<file path="src/rtl/qmix_pkg.sv">
package qmix_pkg;

    // Rotation phase of one sample: index into the weight sequences
    // I: 1, 0, -1, 0   Q: 0, 1, 0, -1
    typedef enum logic [1:0] {
        PH_ZERO    = 2'd0,
        PH_QUARTER = 2'd1,
        PH_HALF    = 2'd2,
        PH_THREE_Q = 2'd3
    } rot_phase_e;

    // Phase taken by lane k given the phase of lane 0
    function automatic rot_phase_e lane_phase(rot_phase_e base, int unsigned k);
        logic [1:0] sum;
        sum = 2'(int'(base) + int'(k % 4));
        return rot_phase_e'(sum);
    endfunction

endpackage

</file>
<file path="src/rtl/qmix_phase_fsm.sv">
module qmix_phase_fsm
    import qmix_pkg::*;
#(
    parameter int LANES = 8
) (
    input  logic       clk,
    input  logic       rst_n,
    input  logic       advance,
    output rot_phase_e base
);

    localparam int STEP = LANES % 4;

    localparam rot_phase_e NEXT_FROM_ZERO    = rot_phase_e'(2'(0 + STEP));
    localparam rot_phase_e NEXT_FROM_QUARTER = rot_phase_e'(2'(1 + STEP));
    localparam rot_phase_e NEXT_FROM_HALF    = rot_phase_e'(2'(2 + STEP));
    localparam rot_phase_e NEXT_FROM_THREE_Q = rot_phase_e'(2'(3 + STEP));

    rot_phase_e state_q;
    rot_phase_e state_d;

    // State register
    always_ff @(posedge clk) begin
        if (!rst_n) begin
            state_q <= PH_ZERO;
        end else begin
            state_q <= state_d;
        end
    end

    // Next-state selection: step by LANES mod 4 on each accepted beat
    always_comb begin
        state_d = state_q;
        if (advance) begin
            unique case (state_q)
                PH_ZERO:    state_d = NEXT_FROM_ZERO;
                PH_QUARTER: state_d = NEXT_FROM_QUARTER;
                PH_HALF:    state_d = NEXT_FROM_HALF;
                PH_THREE_Q: state_d = NEXT_FROM_THREE_Q;
            endcase
        end
    end

    assign base = state_q;

    // phase is frozen on idle beats
    p_phase_hold_r6: assert property (@(posedge clk) disable iff (!rst_n)
        !advance |=> (base == $past(base)));

    // phase moves by exactly LANES mod 4 per accepted beat
    p_phase_step_r6: assert property (@(posedge clk) disable iff (!rst_n)
        advance |=> (2'(int'(base) - int'($past(base))) == 2'(STEP)));

    generate
        if (STEP == 0) begin : g_fixed_map
            // with a lane count that is a multiple of 4 the base never moves
            p_base_fixed_r5: assert property (@(posedge clk) disable iff (!rst_n)
                advance |=> (base == PH_ZERO));
        end
    endgenerate

endmodule

</file>
<file path="src/rtl/qmix_lane.sv">
module qmix_lane
    import qmix_pkg::*;
#(
    parameter int DW = 16
) (
    input  rot_phase_e            ph,
    input  logic signed [DW-1:0]  x,
    output logic signed [DW-1:0]  y_i,
    output logic signed [DW-1:0]  y_q
);

    localparam logic signed [DW-1:0] SMIN = {1'b1, {(DW-1){1'b0}}};
    localparam logic signed [DW-1:0] SMAX = {1'b0, {(DW-1){1'b1}}};

    logic signed [DW-1:0] neg_x;

    // Saturating negation: the most negative code maps to the most positive
    always_comb begin
        neg_x = (x == SMIN) ? SMAX : -x;
    end

    // Commutator: route x, -x or zero to I and Q by rotation phase
    always_comb begin
        y_i = '0;
        y_q = '0;
        unique case (ph)
            PH_ZERO:    y_i = x;
            PH_QUARTER: y_q = x;
            PH_HALF:    y_i = neg_x;
            PH_THREE_Q: y_q = neg_x;
        endcase
    end

endmodule

</file>
<file path="src/rtl/qmix_quarter_rate.sv">
module qmix_quarter_rate
    import qmix_pkg::*;
#(
    parameter int LANES = 8,
    parameter int DW    = 16
) (
    input  logic                  clk,
    input  logic                  rst_n,
    input  logic                  in_valid,
    input  logic [LANES*DW-1:0]   in_samples,
    output logic                  out_valid,
    output logic [LANES*DW-1:0]   out_i,
    output logic [LANES*DW-1:0]   out_q
);

    localparam int VW = LANES * DW;
    localparam logic signed [DW-1:0] SMIN = {1'b1, {(DW-1){1'b0}}};
    localparam logic signed [DW-1:0] SMAX = {1'b0, {(DW-1){1'b1}}};

    rot_phase_e       base;
    rot_phase_e       lane_ph [LANES];
    logic [VW-1:0]    mix_i;
    logic [VW-1:0]    mix_q;

    qmix_phase_fsm #(
        .LANES (LANES)
    ) u_phase (
        .clk     (clk),
        .rst_n   (rst_n),
        .advance (in_valid),
        .base    (base)
    );

    generate
        for (genvar k = 0; k < LANES; k++) begin : g_lane
            assign lane_ph[k] = lane_phase(base, k);

            qmix_lane #(
                .DW (DW)
            ) u_lane (
                .ph  (lane_ph[k]),
                .x   (in_samples[k*DW +: DW]),
                .y_i (mix_i[k*DW +: DW]),
                .y_q (mix_q[k*DW +: DW])
            );

            // I and Q of one lane are never both nonzero
            p_sparse_r11: assert property (@(posedge clk) disable iff (!rst_n)
                (out_i[k*DW +: DW] != '0) |-> (out_q[k*DW +: DW] == '0));

            // minimum input on a negating I phase saturates
            p_sat_i_r7: assert property (@(posedge clk) disable iff (!rst_n)
                (in_valid && (in_samples[k*DW +: DW] == SMIN) && (lane_ph[k] == PH_HALF))
                |=> (out_i[k*DW +: DW] == SMAX));

            // minimum input on a negating Q phase saturates
            p_sat_q_r7: assert property (@(posedge clk) disable iff (!rst_n)
                (in_valid && (in_samples[k*DW +: DW] == SMIN) && (lane_ph[k] == PH_THREE_Q))
                |=> (out_q[k*DW +: DW] == SMAX));
        end
    endgenerate

    // Output register: one cycle of latency, hold on idle beats
    always_ff @(posedge clk) begin
        if (!rst_n) begin
            out_valid <= 1'b0;
            out_i     <= '0;
            out_q     <= '0;
        end else begin
            out_valid <= in_valid;
            if (in_valid) begin
                out_i <= mix_i;
                out_q <= mix_q;
            end
        end
    end

    // valid follows the input strobe one cycle later
    p_valid_lat_r8: assert property (@(posedge clk) disable iff (!rst_n)
        in_valid |=> out_valid);

    p_valid_idle_r8: assert property (@(posedge clk) disable iff (!rst_n)
        !in_valid |=> !out_valid);

    // data hold while no beat is accepted
    p_hold_r9: assert property (@(posedge clk) disable iff (!rst_n)
        !in_valid |=> ($stable(out_i) && $stable(out_q)));

    // reset clears the outputs
    p_reset_r10: assert property (@(posedge clk)
        !rst_n |=> (!out_valid && (out_i == '0) && (out_q == '0)));

endmodule

</file>
<file path="config.mk">
export PLATFORM = sky130hd
export DESIGN_NAME = qmix_quarter_rate
export DESIGN_NICKNAME = d
export VERILOG_FILES = /design/src/rtl/qmix_pkg.sv /design/src/rtl/qmix_phase_fsm.sv /design/src/rtl/qmix_lane.sv /design/src/rtl/qmix_quarter_rate.sv
export SDC_FILE = /design/constraint.sdc
export NUM_CORES = 1
export LEC_CHECK = 0
export ABC_AREA = 0
export BUFFER_PORTS_ARGS = -buffer_cell sky130_fd_sc_hd__buf_2
export CORE_MARGIN = 2
export CORE_UTILIZATION = 53
export CTS_CLUSTER_DIAMETER = 60
export DETAILED_ROUTE_END_ITERATION = 8
export HOLD_SLACK_MARGIN = 0.15
export PLACE_DENSITY = 0.82
export RECOVER_POWER = 50
export REMOVE_ABC_BUFFERS = 1
export SETUP_SLACK_MARGIN = 0.5
export SLEW_MARGIN = 20
export SYNTH_ARGS = -nofsm -noshare
export SYNTH_HDL_FRONTEND = slang
export SYNTH_SLANG_ARGS = --single-unit
</file>
<file path="constraint.sdc">
create_clock -name clk -period 3.4 [get_ports clk]
set_clock_uncertainty 0.2 [all_clocks]
set_input_delay 0.34 -clock clk [delete_from_list [all_inputs] [get_ports clk]]
set_output_delay 0.34 -clock clk [all_outputs]
set_load 0.005 [all_outputs]
</file>
======== After elaboration in Yosys (flattened, before gate mapping) ========
Cells that the tools add are included.
operators by class
  $add $sub $neg .......................... 11
  equality and inequality tests ........... 20
  muxes and demuxes ....................... 25
  reduce and logical (&&, ||, !) cells .... 4
operators with widths
  operator                                       count
  case mux 16 bit (2 select lines)               16
  == test 16 bit, second input constant          8
  2-to-1 mux 16 bit                              8
  negation 16 bit                                8
  == test 2 bit, second input constant           8
  == test 2 x 1 -> 1 bit, second input constant  4
  logical NOT 2 bit                              4
  case mux 2 bit (4 select lines)                1
  adder 2 bit, second input constant             2
  adder 2 x 1 -> 2 bit, second input constant    1
word-level totals
  flip-flop bits (word level) ............. 259
  bits of input ports ..................... 131
  output and inout bits ................... 257
  word-level logic and storage cells ...... 64

======== Logic depth before layout (Yosys ltp) ========
Gate-level depths: netlist of run 1.
  depth in word-level cells ............... 3
  gate-level depth with buffers ........... 8
  mapped depth without buffers ............ 7

======== By module ========
From an unflattened synthesis of run 1, not the netlist that was laid out.
second synthesis, totals
  cell total of the unflattened synthesis .. 1795
  area, all modules ....................... 15394.8 sq um
modules (own cells, without submodules)
  module             times used  cells an instance  area an instance (sq um)  seq. area each (sq um)
  qmix_quarter_rate  1           831                9867.0                    5144.9
  qmix_lane          8           120                684.4                     0.0
  qmix_phase_fsm     1           4                  52.6                      40.0

======== Least setup slack after synthesis of run 1 ========
Ideal clock, no wire load.
  kind .................................... input port to flip-flop
  start ................................... in in_samples[0]
  end ..................................... reg out_q[11]
  setup time .............................. 0.074 ns
  data arrival time ....................... 2.247 ns
  required time ........................... 3.126 ns
  path slack .............................. 0.878 ns
  cell stages on the path ................. 8
  buffers on the path ..................... 1
  path through ............................ inv_1 -> ha_1 -> or3b_1 -> or4_1 -> buf_2 -> or2_2 -> a211o_1 -> o21ai_0
on the way
  cells in the longest elaborated chain, start to end .. 3
  elaborated cells on any way between the ends .. 4
  classes of those cells .................. add/sub: 1; eq/ne: 1; mux: 2
RTL lines
  element                                                   line                     RTL
  start: declaration                                        qmix_quarter_rate.sv:10  input logic [LANES*DW-1:0] in_samples,
  negation 16 bit / == test 16 bit (equally long branches)  qmix_lane.sv:19          neg_x = (x == SMIN) ? SMAX : -x;
  2-to-1 mux 16 bit *                                       qmix_lane.sv:19
  case mux 16 bit (2 select lines) *                        qmix_lane.sv:26          unique case (ph)
  end signal: assignment                                    qmix_quarter_rate.sv:73  out_q <= mix_q;
  end: declaration                                          qmix_quarter_rate.sv:13  output logic [LANES*DW-1:0] out_q
Every way passes the cells marked *; elsewhere a longest branch is shown, timed or not.
A chain may end at the register's enable or synchronous reset.

======== Worst setup path after layout of run 1 ========
  start ................................... in in_samples[80]
  end ..................................... reg out_i[85]
on the way
  cells in the longest elaborated chain, start to end .. 3
  elaborated cells on any way between the ends .. 4
  classes of those cells .................. add/sub: 1; eq/ne: 1; mux: 2
RTL lines
  element                                                   line                     RTL
  negation 16 bit / == test 16 bit (equally long branches)  qmix_lane.sv:19
  2-to-1 mux 16 bit *                                       qmix_lane.sv:19
  case mux 16 bit (2 select lines) *                        qmix_lane.sv:26
  end signal: assignment                                    qmix_quarter_rate.sv:72  out_i <= mix_i;
  end: declaration                                          qmix_quarter_rate.sv:12  output logic [LANES*DW-1:0] out_i,
Marks and branches as above.

==> results of run 1 <==
synth_stat cells (all sizes together) (15+ instances only):
cell,count,area (um^2)
a21oi,100,500
a22o,38,333
a31oi,22,138
buf,17,71.3
clkbuf,114,428
dfxtp,259,5180
inv,31,116
nand2,226,848
nand2b,19,119
nand3,39,195
nor2,99,382
nor2b,15,93.8
nor3,66,330
nor4,27,181
o211ai,27,203
o21a,15,113
o21ai,218,1090
o221ai,21,184
o22ai,16,100
o311ai,22,193
o31ai,23,183
or4,24,188
power by group:
part,switching [mW],internal [mW]
logic,0.544,0.397
registers,0.0655,3.15
clock network,1.37,2.09
total,1.98,5.63
worst max-delay path, delay by kind of cell:
kind / cells / cell delay (ns)
and+or+nand+nor: 2 / 0.60
buffers and inverters: 4 / 1.35
adders and majority gates: 1 / 0.26
AOI/OAI and AO/OA: 3 / 0.66
cells by family (layout without fill, tap and decap cells):
logic type / count (synthesis) / in the layout
compound gates: 620 / 620
xor+xnor: 18 / 18
fa+ha+maj: 8 / 8
buf+inv: 162 / 652
flops: 259 / 259
mux: 11 / 11
other cells: 0 / 1
simple gates: 604 / 604
placed cells by master (no fill, tap or decap), types with 10 or more instances in the layout:
master         netlist  final
dfxtp_1            259    257
buf_2                6    232
nand2_1            226    223
o21ai_0            218    217
clkbuf_1           114    155
dlygate4sd3_1        0    143
a21oi_1            100    100
nor2_1              97     94
nor3_1              66     64
nand3_1             39     39
a22o_1              38     38
clkbuf_16            0     32
buf_4                0     32
inv_1               31     29
o211ai_1            27     27
nor4_1              25     22
a31oi_1             22     22
or4_1               22     21
o221ai_1            21     21
o31ai_1             21     21
o311ai_0            20     19
nand2b_1            19     19
o22ai_1             16     16
o21a_1              15     15
or2_2               14     14
or3_1               14     14
nor2b_1             15     13
and2_1              12     11
o31a_1              11     11
nand4_1             11     11
mux2i_1             10     10
how the worst min path moves through the flow:
stage / startpoint / to / slack, ns / depth (start not counted)
finish: in_samples[99] / out_i[99] / 0.18 / 4
global route: in_samples[99] / out_i[99] / 0.20 / 4
CTS: in_samples[48] / out_i[63] / 0.15 / 5
detailed placement: out_q[124] / out_q[124] / 0.23 / 2
global placement: out_q[124] / out_q[124] / 0.22 / 2
floorplan: in_valid / out_i[122] / 0.23 / 1
layer usage:
| layer | part of all wire | wire, um |
|---|---|---|
| met5 | 0 | 0 |
| met4 | 0.051 | 2560 |
| met3 | 0.089 | 4490 |
| met2 | 0.47 | 23600 |
| met1 | 0.39 | 20000 |
what timing repair did:
| item | 4_1_cts | 5_1_grt |
|---|---|---|
| setup endpoints to repair | 0 | 54 |
| hold buffers | 143 | 0 |
| gates resized for setup | 0 | 23 |
| setup buffers | 0 | 2 |
| endpoints found under the hold margin | 252 | 0 |
sequential cells by signal (all words and copies together), names as in the netlist:
name,flops
out_i,128
out_valid,1
out_q,128
u_phase.base,2
stage by stage:
| step | cell area [um^2] | std cells | power (mW) | worst slack (ns) |
|---|---|---|---|---|
| 2_1_floorplan | 12700 | 1551 | 3.61 | -3.75 |
| 3_3_place_gp | 15400 | 2295 | 4.04 | 0.430 |
| 3_5_place_dp | 15400 | 2295 | 4.06 | 0.350 |
| 4_1_cts | 17900 | 2494 | 7.59 | 0.527 |
| 5_1_grt | 17800 | 2497 | 7.84 | 0.391 |
| 6_report | 17800 | 2497 | 7.61 | 0.459 |
cell type report:
cell class,instances,area [um^2]
clock inverters,17,211
diodes,1,2.50
fillers,1872,6610
well taps,324,405
repair buffers,565,3490
multi-input cells,1261,7520
flip-flops and latches,259,5190
clock buffers,39,857
inverters,31,118
==> results.sh, run 1 <==
export IMPL_worst_ep_required_time_ns=3.67
export IMPL_syn_inst=1682
export IMPL_drive_gt1_frac=0.178
export IMPL_post_route_util=0.729
export IMPL_first_pass_iters=6
export IMPL_grt_pass1_wl_um=77800
export IMPL_arrival_ns=3.21
export IMPL_start_util=0.542
export IMPL_antenna_found_initial=1
export IMPL_viasPerCell=6.32
export IMPL_nets=2287
export IMPL_yosysSeqAreaShare=0.392
export IMPL_gr_usage_met2=0.603
export IMPL_worst_hold_path_type="in -> reg"
export IMPL_grt_max_degree=143
export IMPL_htree_levels=1
export IMPL_ys_async_sr_fraction=0
export IMPL_rsz0062_at_grt="yes"
export IMPL_slew_limit_headroom=0.361
export IMPL_synth_seq_cells=259
export IMPL_cts_tree="built"
export IMPL_period_minus_slack_ns=2.94
export IMPL_synth_top_family_by_area="compound AO/OA/AOI/OAI gates"
export IMPL_io_pin_count=388
export IMPL_syn_avg_cell_area_um2=7.85
export IMPL_endpoint="out_i[85]"
export IMPL_core_area_um2=24400
export IMPL_vdd_drop_max_v=0.000408
export IMPL_busiest_layer="met2"
export IMPL_routedWlPerCell_um=20.3
export IMPL_clockBufferDepth=3
export IMPL_met1_usage=0.455
export IMPL_gr_usage_met3=0.0615
export IMPL_fp_dieW_um=162
export IMPL_tns_ns=0
export IMPL_die_h_um=162
export IMPL_setup_viol=0
export IMPL_synth_simple_gate_area_share=0.225
export IMPL_drtIter0Drc=1587
export IMPL_crit_start="in_samples[80]"
export IMPL_r2r_start="u_phase.base[0]"
export IMPL_synth_edff_count=0
export IMPL_synthAdderAreaFrac=0.00758
export IMPL_r2r_slack_ns=0.63
export IMPL_min_period_over_period=0.865
export IMPL_power_density_nw_per_um2=428
export IMPL_end_kind="flop"
export IMPL_status="complete, no violations"
export IMPL_startpoint_type="input port"
export IMPL_synth_xor_area_frac=0.0119
export IMPL_cpMaxStageDelayCell="dlygate4sd3_1"
export IMPL_maxCapViolations=0
export IMPL_slowest_delay_ns=0.59
export IMPL_rr_worst_depth=5
export IMPL_clock_sinks=259
export IMPL_clock_latency_ns=0.54
export IMPL_p_leak_nw=6.88
export IMPL_slew_violations=0
export IMPL_crit_type="in -> reg"
export IMPL_hpwl_um=32700
export IMPL_finalHoldViolCount=0
export IMPL_globalplace_congestion=0.908
export IMPL_overflow=0
export IMPL_rows=57
export IMPL_synth_area_um2=13200
export IMPL_vias=15779
export IMPL_critPathMaxFanout=6
export IMPL_max_freq_mhz=340
export IMPL_ant_nets=0
export IMPL_die_area_um2=26200
export IMPL_area_delta_synth_final_pct=34.6
export IMPL_portBuffers=387
export IMPL_grt_pass1_vias=14780
export IMPL_timing_rr_end="out_q[48]"
export IMPL_path_cells="dlygate4sd3_1, buf_2, inv_1, ha_1, nor3b_2, nand3_1, o21ai_0, a21oi_1, dlygate4sd3_1, o21ai_0"
export IMPL_cts_inserted_buffers=30
export IMPL_ys_warn_count=0
export IMPL_wl_um=50600
export IMPL_hold_ws_ns=0.182
export IMPL_worst_slew_pin_slew_ns=0.955
export IMPL_route_detailed_drc=0
export IMPL_synth_compound_area_frac=0.308
export IMPL_clock_root_buffer="clkbuf_16"
export IMPL_grtUsageTotal=0.363
export IMPL_synth_ff_type="dfxtp_1"
export IMPL_synth_cell_type_count=76
export IMPL_synthMuxAreaShare=0.00843
export IMPL_path_clk_slew_ns=0.06
No activity file was read; power rests on OpenSTA's default activity.
==> run 2: changes to the inputs <==
CORE_UTILIZATION = 54   (was 53)
PLACE_DENSITY = 0.81   (was 0.82)
SYNTH_HIERARCHICAL = 1   (was unset)
==> results.sh, run 2 <==
export IMPL_final_area_um2=18900
export IMPL_vias=15561
export IMPL_viasPerCell=6.01
export IMPL_wl_um=47300
export IMPL_ys_async_sr_fraction=0
export IMPL_routedWlPerCell_um=18.3
export IMPL_worstHoldStart="in_samples[119]"
export IMPL_clock_latency_ns=0.55
export IMPL_timing_rr_end="out_i[44]"
export IMPL_slowest_delay_ns=0.60
export IMPL_tns_ns=0
export IMPL_yosysSeqAreaShare=0.337
export IMPL_antenna_found_initial=1
export IMPL_worst_slew_pin_slew_ns=1.23
export IMPL_slew_violations=0
export IMPL_cts_inserted_buffers=31
export IMPL_clockBufferDepth=3
export IMPL_synth_seq_cells=259
export IMPL_r2r_start="u_phase/base[1]"
export IMPL_whs_endpoint="out_q[119]"
export IMPL_synth_ff_type="dfxtp_1"
export IMPL_num_fill_cells=2261
export IMPL_grt_pass1_wl_um=75800
export IMPL_critPathMaxFanout=13
export IMPL_first_pass_iters=6
export IMPL_cp_num_buf_inv=3
export IMPL_multi_input_area_um2=9180
export IMPL_end_kind="flop"
export IMPL_rows=61
export IMPL_diodes=0
export IMPL_cp_depth=10
export IMPL_post_place_ws_ns=0.826
export IMPL_regArea_um2=5190
export IMPL_worst_ep_required_time_ns=3.68
export IMPL_p_leak_nw=8.08
export IMPL_cts_tree="built"
export IMPL_start_util=0.551
export IMPL_finalHoldViolCount=0
export IMPL_globalplace_congestion=1.01
export IMPL_core_area_um2=27900
export IMPL_crit_start="in_samples[80]"
export IMPL_ys_warn_count=6
export IMPL_mostFrequentLayoutCells="mux2i_1 (264), nor2b_1 (264), dfxtp_1 (257)"
export IMPL_area_delta_synth_final_pct=22.5
export IMPL_synth_top_area_cell="dfxtp_1"
export IMPL_path_clk_slew_ns=0.06
export IMPL_arrival_ns=3.12
export IMPL_status="complete, no violations"
export IMPL_placed_area_um2=17200
export IMPL_setup_viol=0
export IMPL_synth_area_top_cells="dfxtp_1 (34%), mux2i_1 (17%), nor2b_1 (11%)"
export IMPL_crit_type="in -> reg"
export IMPL_clock_root_buffer="clkbuf_16"
export IMPL_max_freq_mhz=353
export IMPL_r2r_slack_ns=0.70
export IMPL_stdcell_count=2588
export IMPL_grt_max_degree=125
export IMPL_synth_edff_count=0
export IMPL_htree_levels=1
export IMPL_min_period_over_period=0.833
export IMPL_maxCapViolations=0
export IMPL_fp_dieW_um=173
export IMPL_die_area_um2=29900
export IMPL_synth_cell_type_count=40
export IMPL_netlist_top_cells_count="mux2i_1 (264), nor2b_1 (264), dfxtp_1 (259)"
export IMPL_hold_ws_ns=0.177
export IMPL_grt_pass1_vias=14907
export IMPL_rsz0062_at_grt="no"
export IMPL_die_h_um=173
export IMPL_overflow=0
export IMPL_total_power_mw=7.58
export IMPL_drtIter0Drc=1378
export IMPL_route_detailed_drc=0
export IMPL_slew_limit_headroom=0.179
export IMPL_synth_area_um2=15400
export IMPL_rr_worst_depth=7
export IMPL_setup_slack_ns=0.568
export IMPL_startpoint_type="input port"
export IMPL_crit_family="simple AND/OR/NAND/NOR gates"
export IMPL_io_pin_count=388
export IMPL_yosysTopAreaCellShare=0.337
export IMPL_period_minus_slack_ns=2.83
export IMPL_placed_cells=2451
export IMPL_ant_nets=0
export IMPL_grtUsageTotal=0.299
export IMPL_syn_avg_cell_area_um2=8.58
export IMPL_clock_sinks=259
export IMPL_power_density_nw_per_um2=402
export IMPL_hpwl_um=31900
export IMPL_syn_inst=1795
export IMPL_cpMaxStageDelayCell="nor4_1"
export IMPL_drive_gt1_frac=0.157
export IMPL_portBuffers=387
export IMPL_nets=2327
export IMPL_path_cells="dlygate4sd3_1, buf_2, inv_1, ha_1, nor4bb_1, and4_4, nor3_1, nor4_1, mux2i_1, nor2b_1"
export IMPL_whs_path_depth=5
export IMPL_worst_hold_path_type="in -> reg"
export IMPL_post_route_util=0.675
export IMPL_vdd_drop_max_v=0.000316
run 2: changes by cell type in the layout (fill, tap and decap cells not counted), sizes merged, moves of 45 or more:
cell / delta
mux2i: +254
nor2b: +249
o21ai: -210
nor4: +149
nand2: -146
nor2: +93
a21oi: -84
dlygate4sd3: -63
and3: +45
run 2: final cells by class:
| class | count | area share |
|---|---|---|
| inverter | 51 | 0.0101 |
| clock buffer | 42 | 0.0460 |
| sequential | 259 | 0.275 |
| timing repair buffer | 489 | 0.147 |
| tap | 378 | 0.0251 |
| multi-input combinational | 1356 | 0.487 |
| clock inverter | 13 | 0.00982 |
run 2: logic make-up (layout without fill, tap and decap cells):
group | after synthesis | count (layout) | share of synthesized area
AO/OA/AOI/OAI | 128 | 128 | 0.0592
XOR/XNOR | 1 | 1 | 0.000569
adder cells (fa/ha/maj) | 8 | 8 | 0.00650
buffers and inverters | 180 | 595 | 0.0691
flip-flops | 259 | 259 | 0.337
multiplexers | 264 | 264 | 0.172
AND/OR/NAND/NOR | 955 | 955 | 0.356
run 2: power by group:
group,switching [mW],total [mW],internal [mW],leakage [nW]
Sequential,0.0545,3.18,3.13,2.11
Clock,1.33,3.42,2.08,0.511
Combinational,0.531,0.977,0.446,5.46
Total,1.92,7.58,5.66,8.08
run 2: routing by layer:
metal | vias up | wire (um) | GRT usage | share of wire
met1 | 7254 | 18500 | 0.357 | 0.39
met3 | 187 | 4460 | 0.0752 | 0.094
li1 | 7291 | - | - | -
met5 | - | 13 | 0 | 0.00028
met2 | 827 | 22000 | 0.509 | 0.47
met4 | 2 | 2270 | 0.129 | 0.048
run 2: tightest hold or removal path, delay by kind of cell:
family                 cells  cell delay (ns)
and+or+nand+nor            3             0.27
buffers and inverters      1             0.15
muxes                      1             0.13
run 2: what timing repair did:
item                                    CTS  global route
resized for setup                         0             4
hold buffers                             80             0
setup buffers                             0             2
hold endpoints to repair                171             0
endpoints found under the setup margin    0             3
run 2: worst max path at each step:
stage	to	slack, ns
final	out_q[93]	0.57
after global routing	out_i[112]	0.54
after CTS	out_q[93]	0.64
after detailed placement	out_q[93]	0.83
after global placement	out_q[93]	0.88
after floorplan	out_i[116]	-2.52
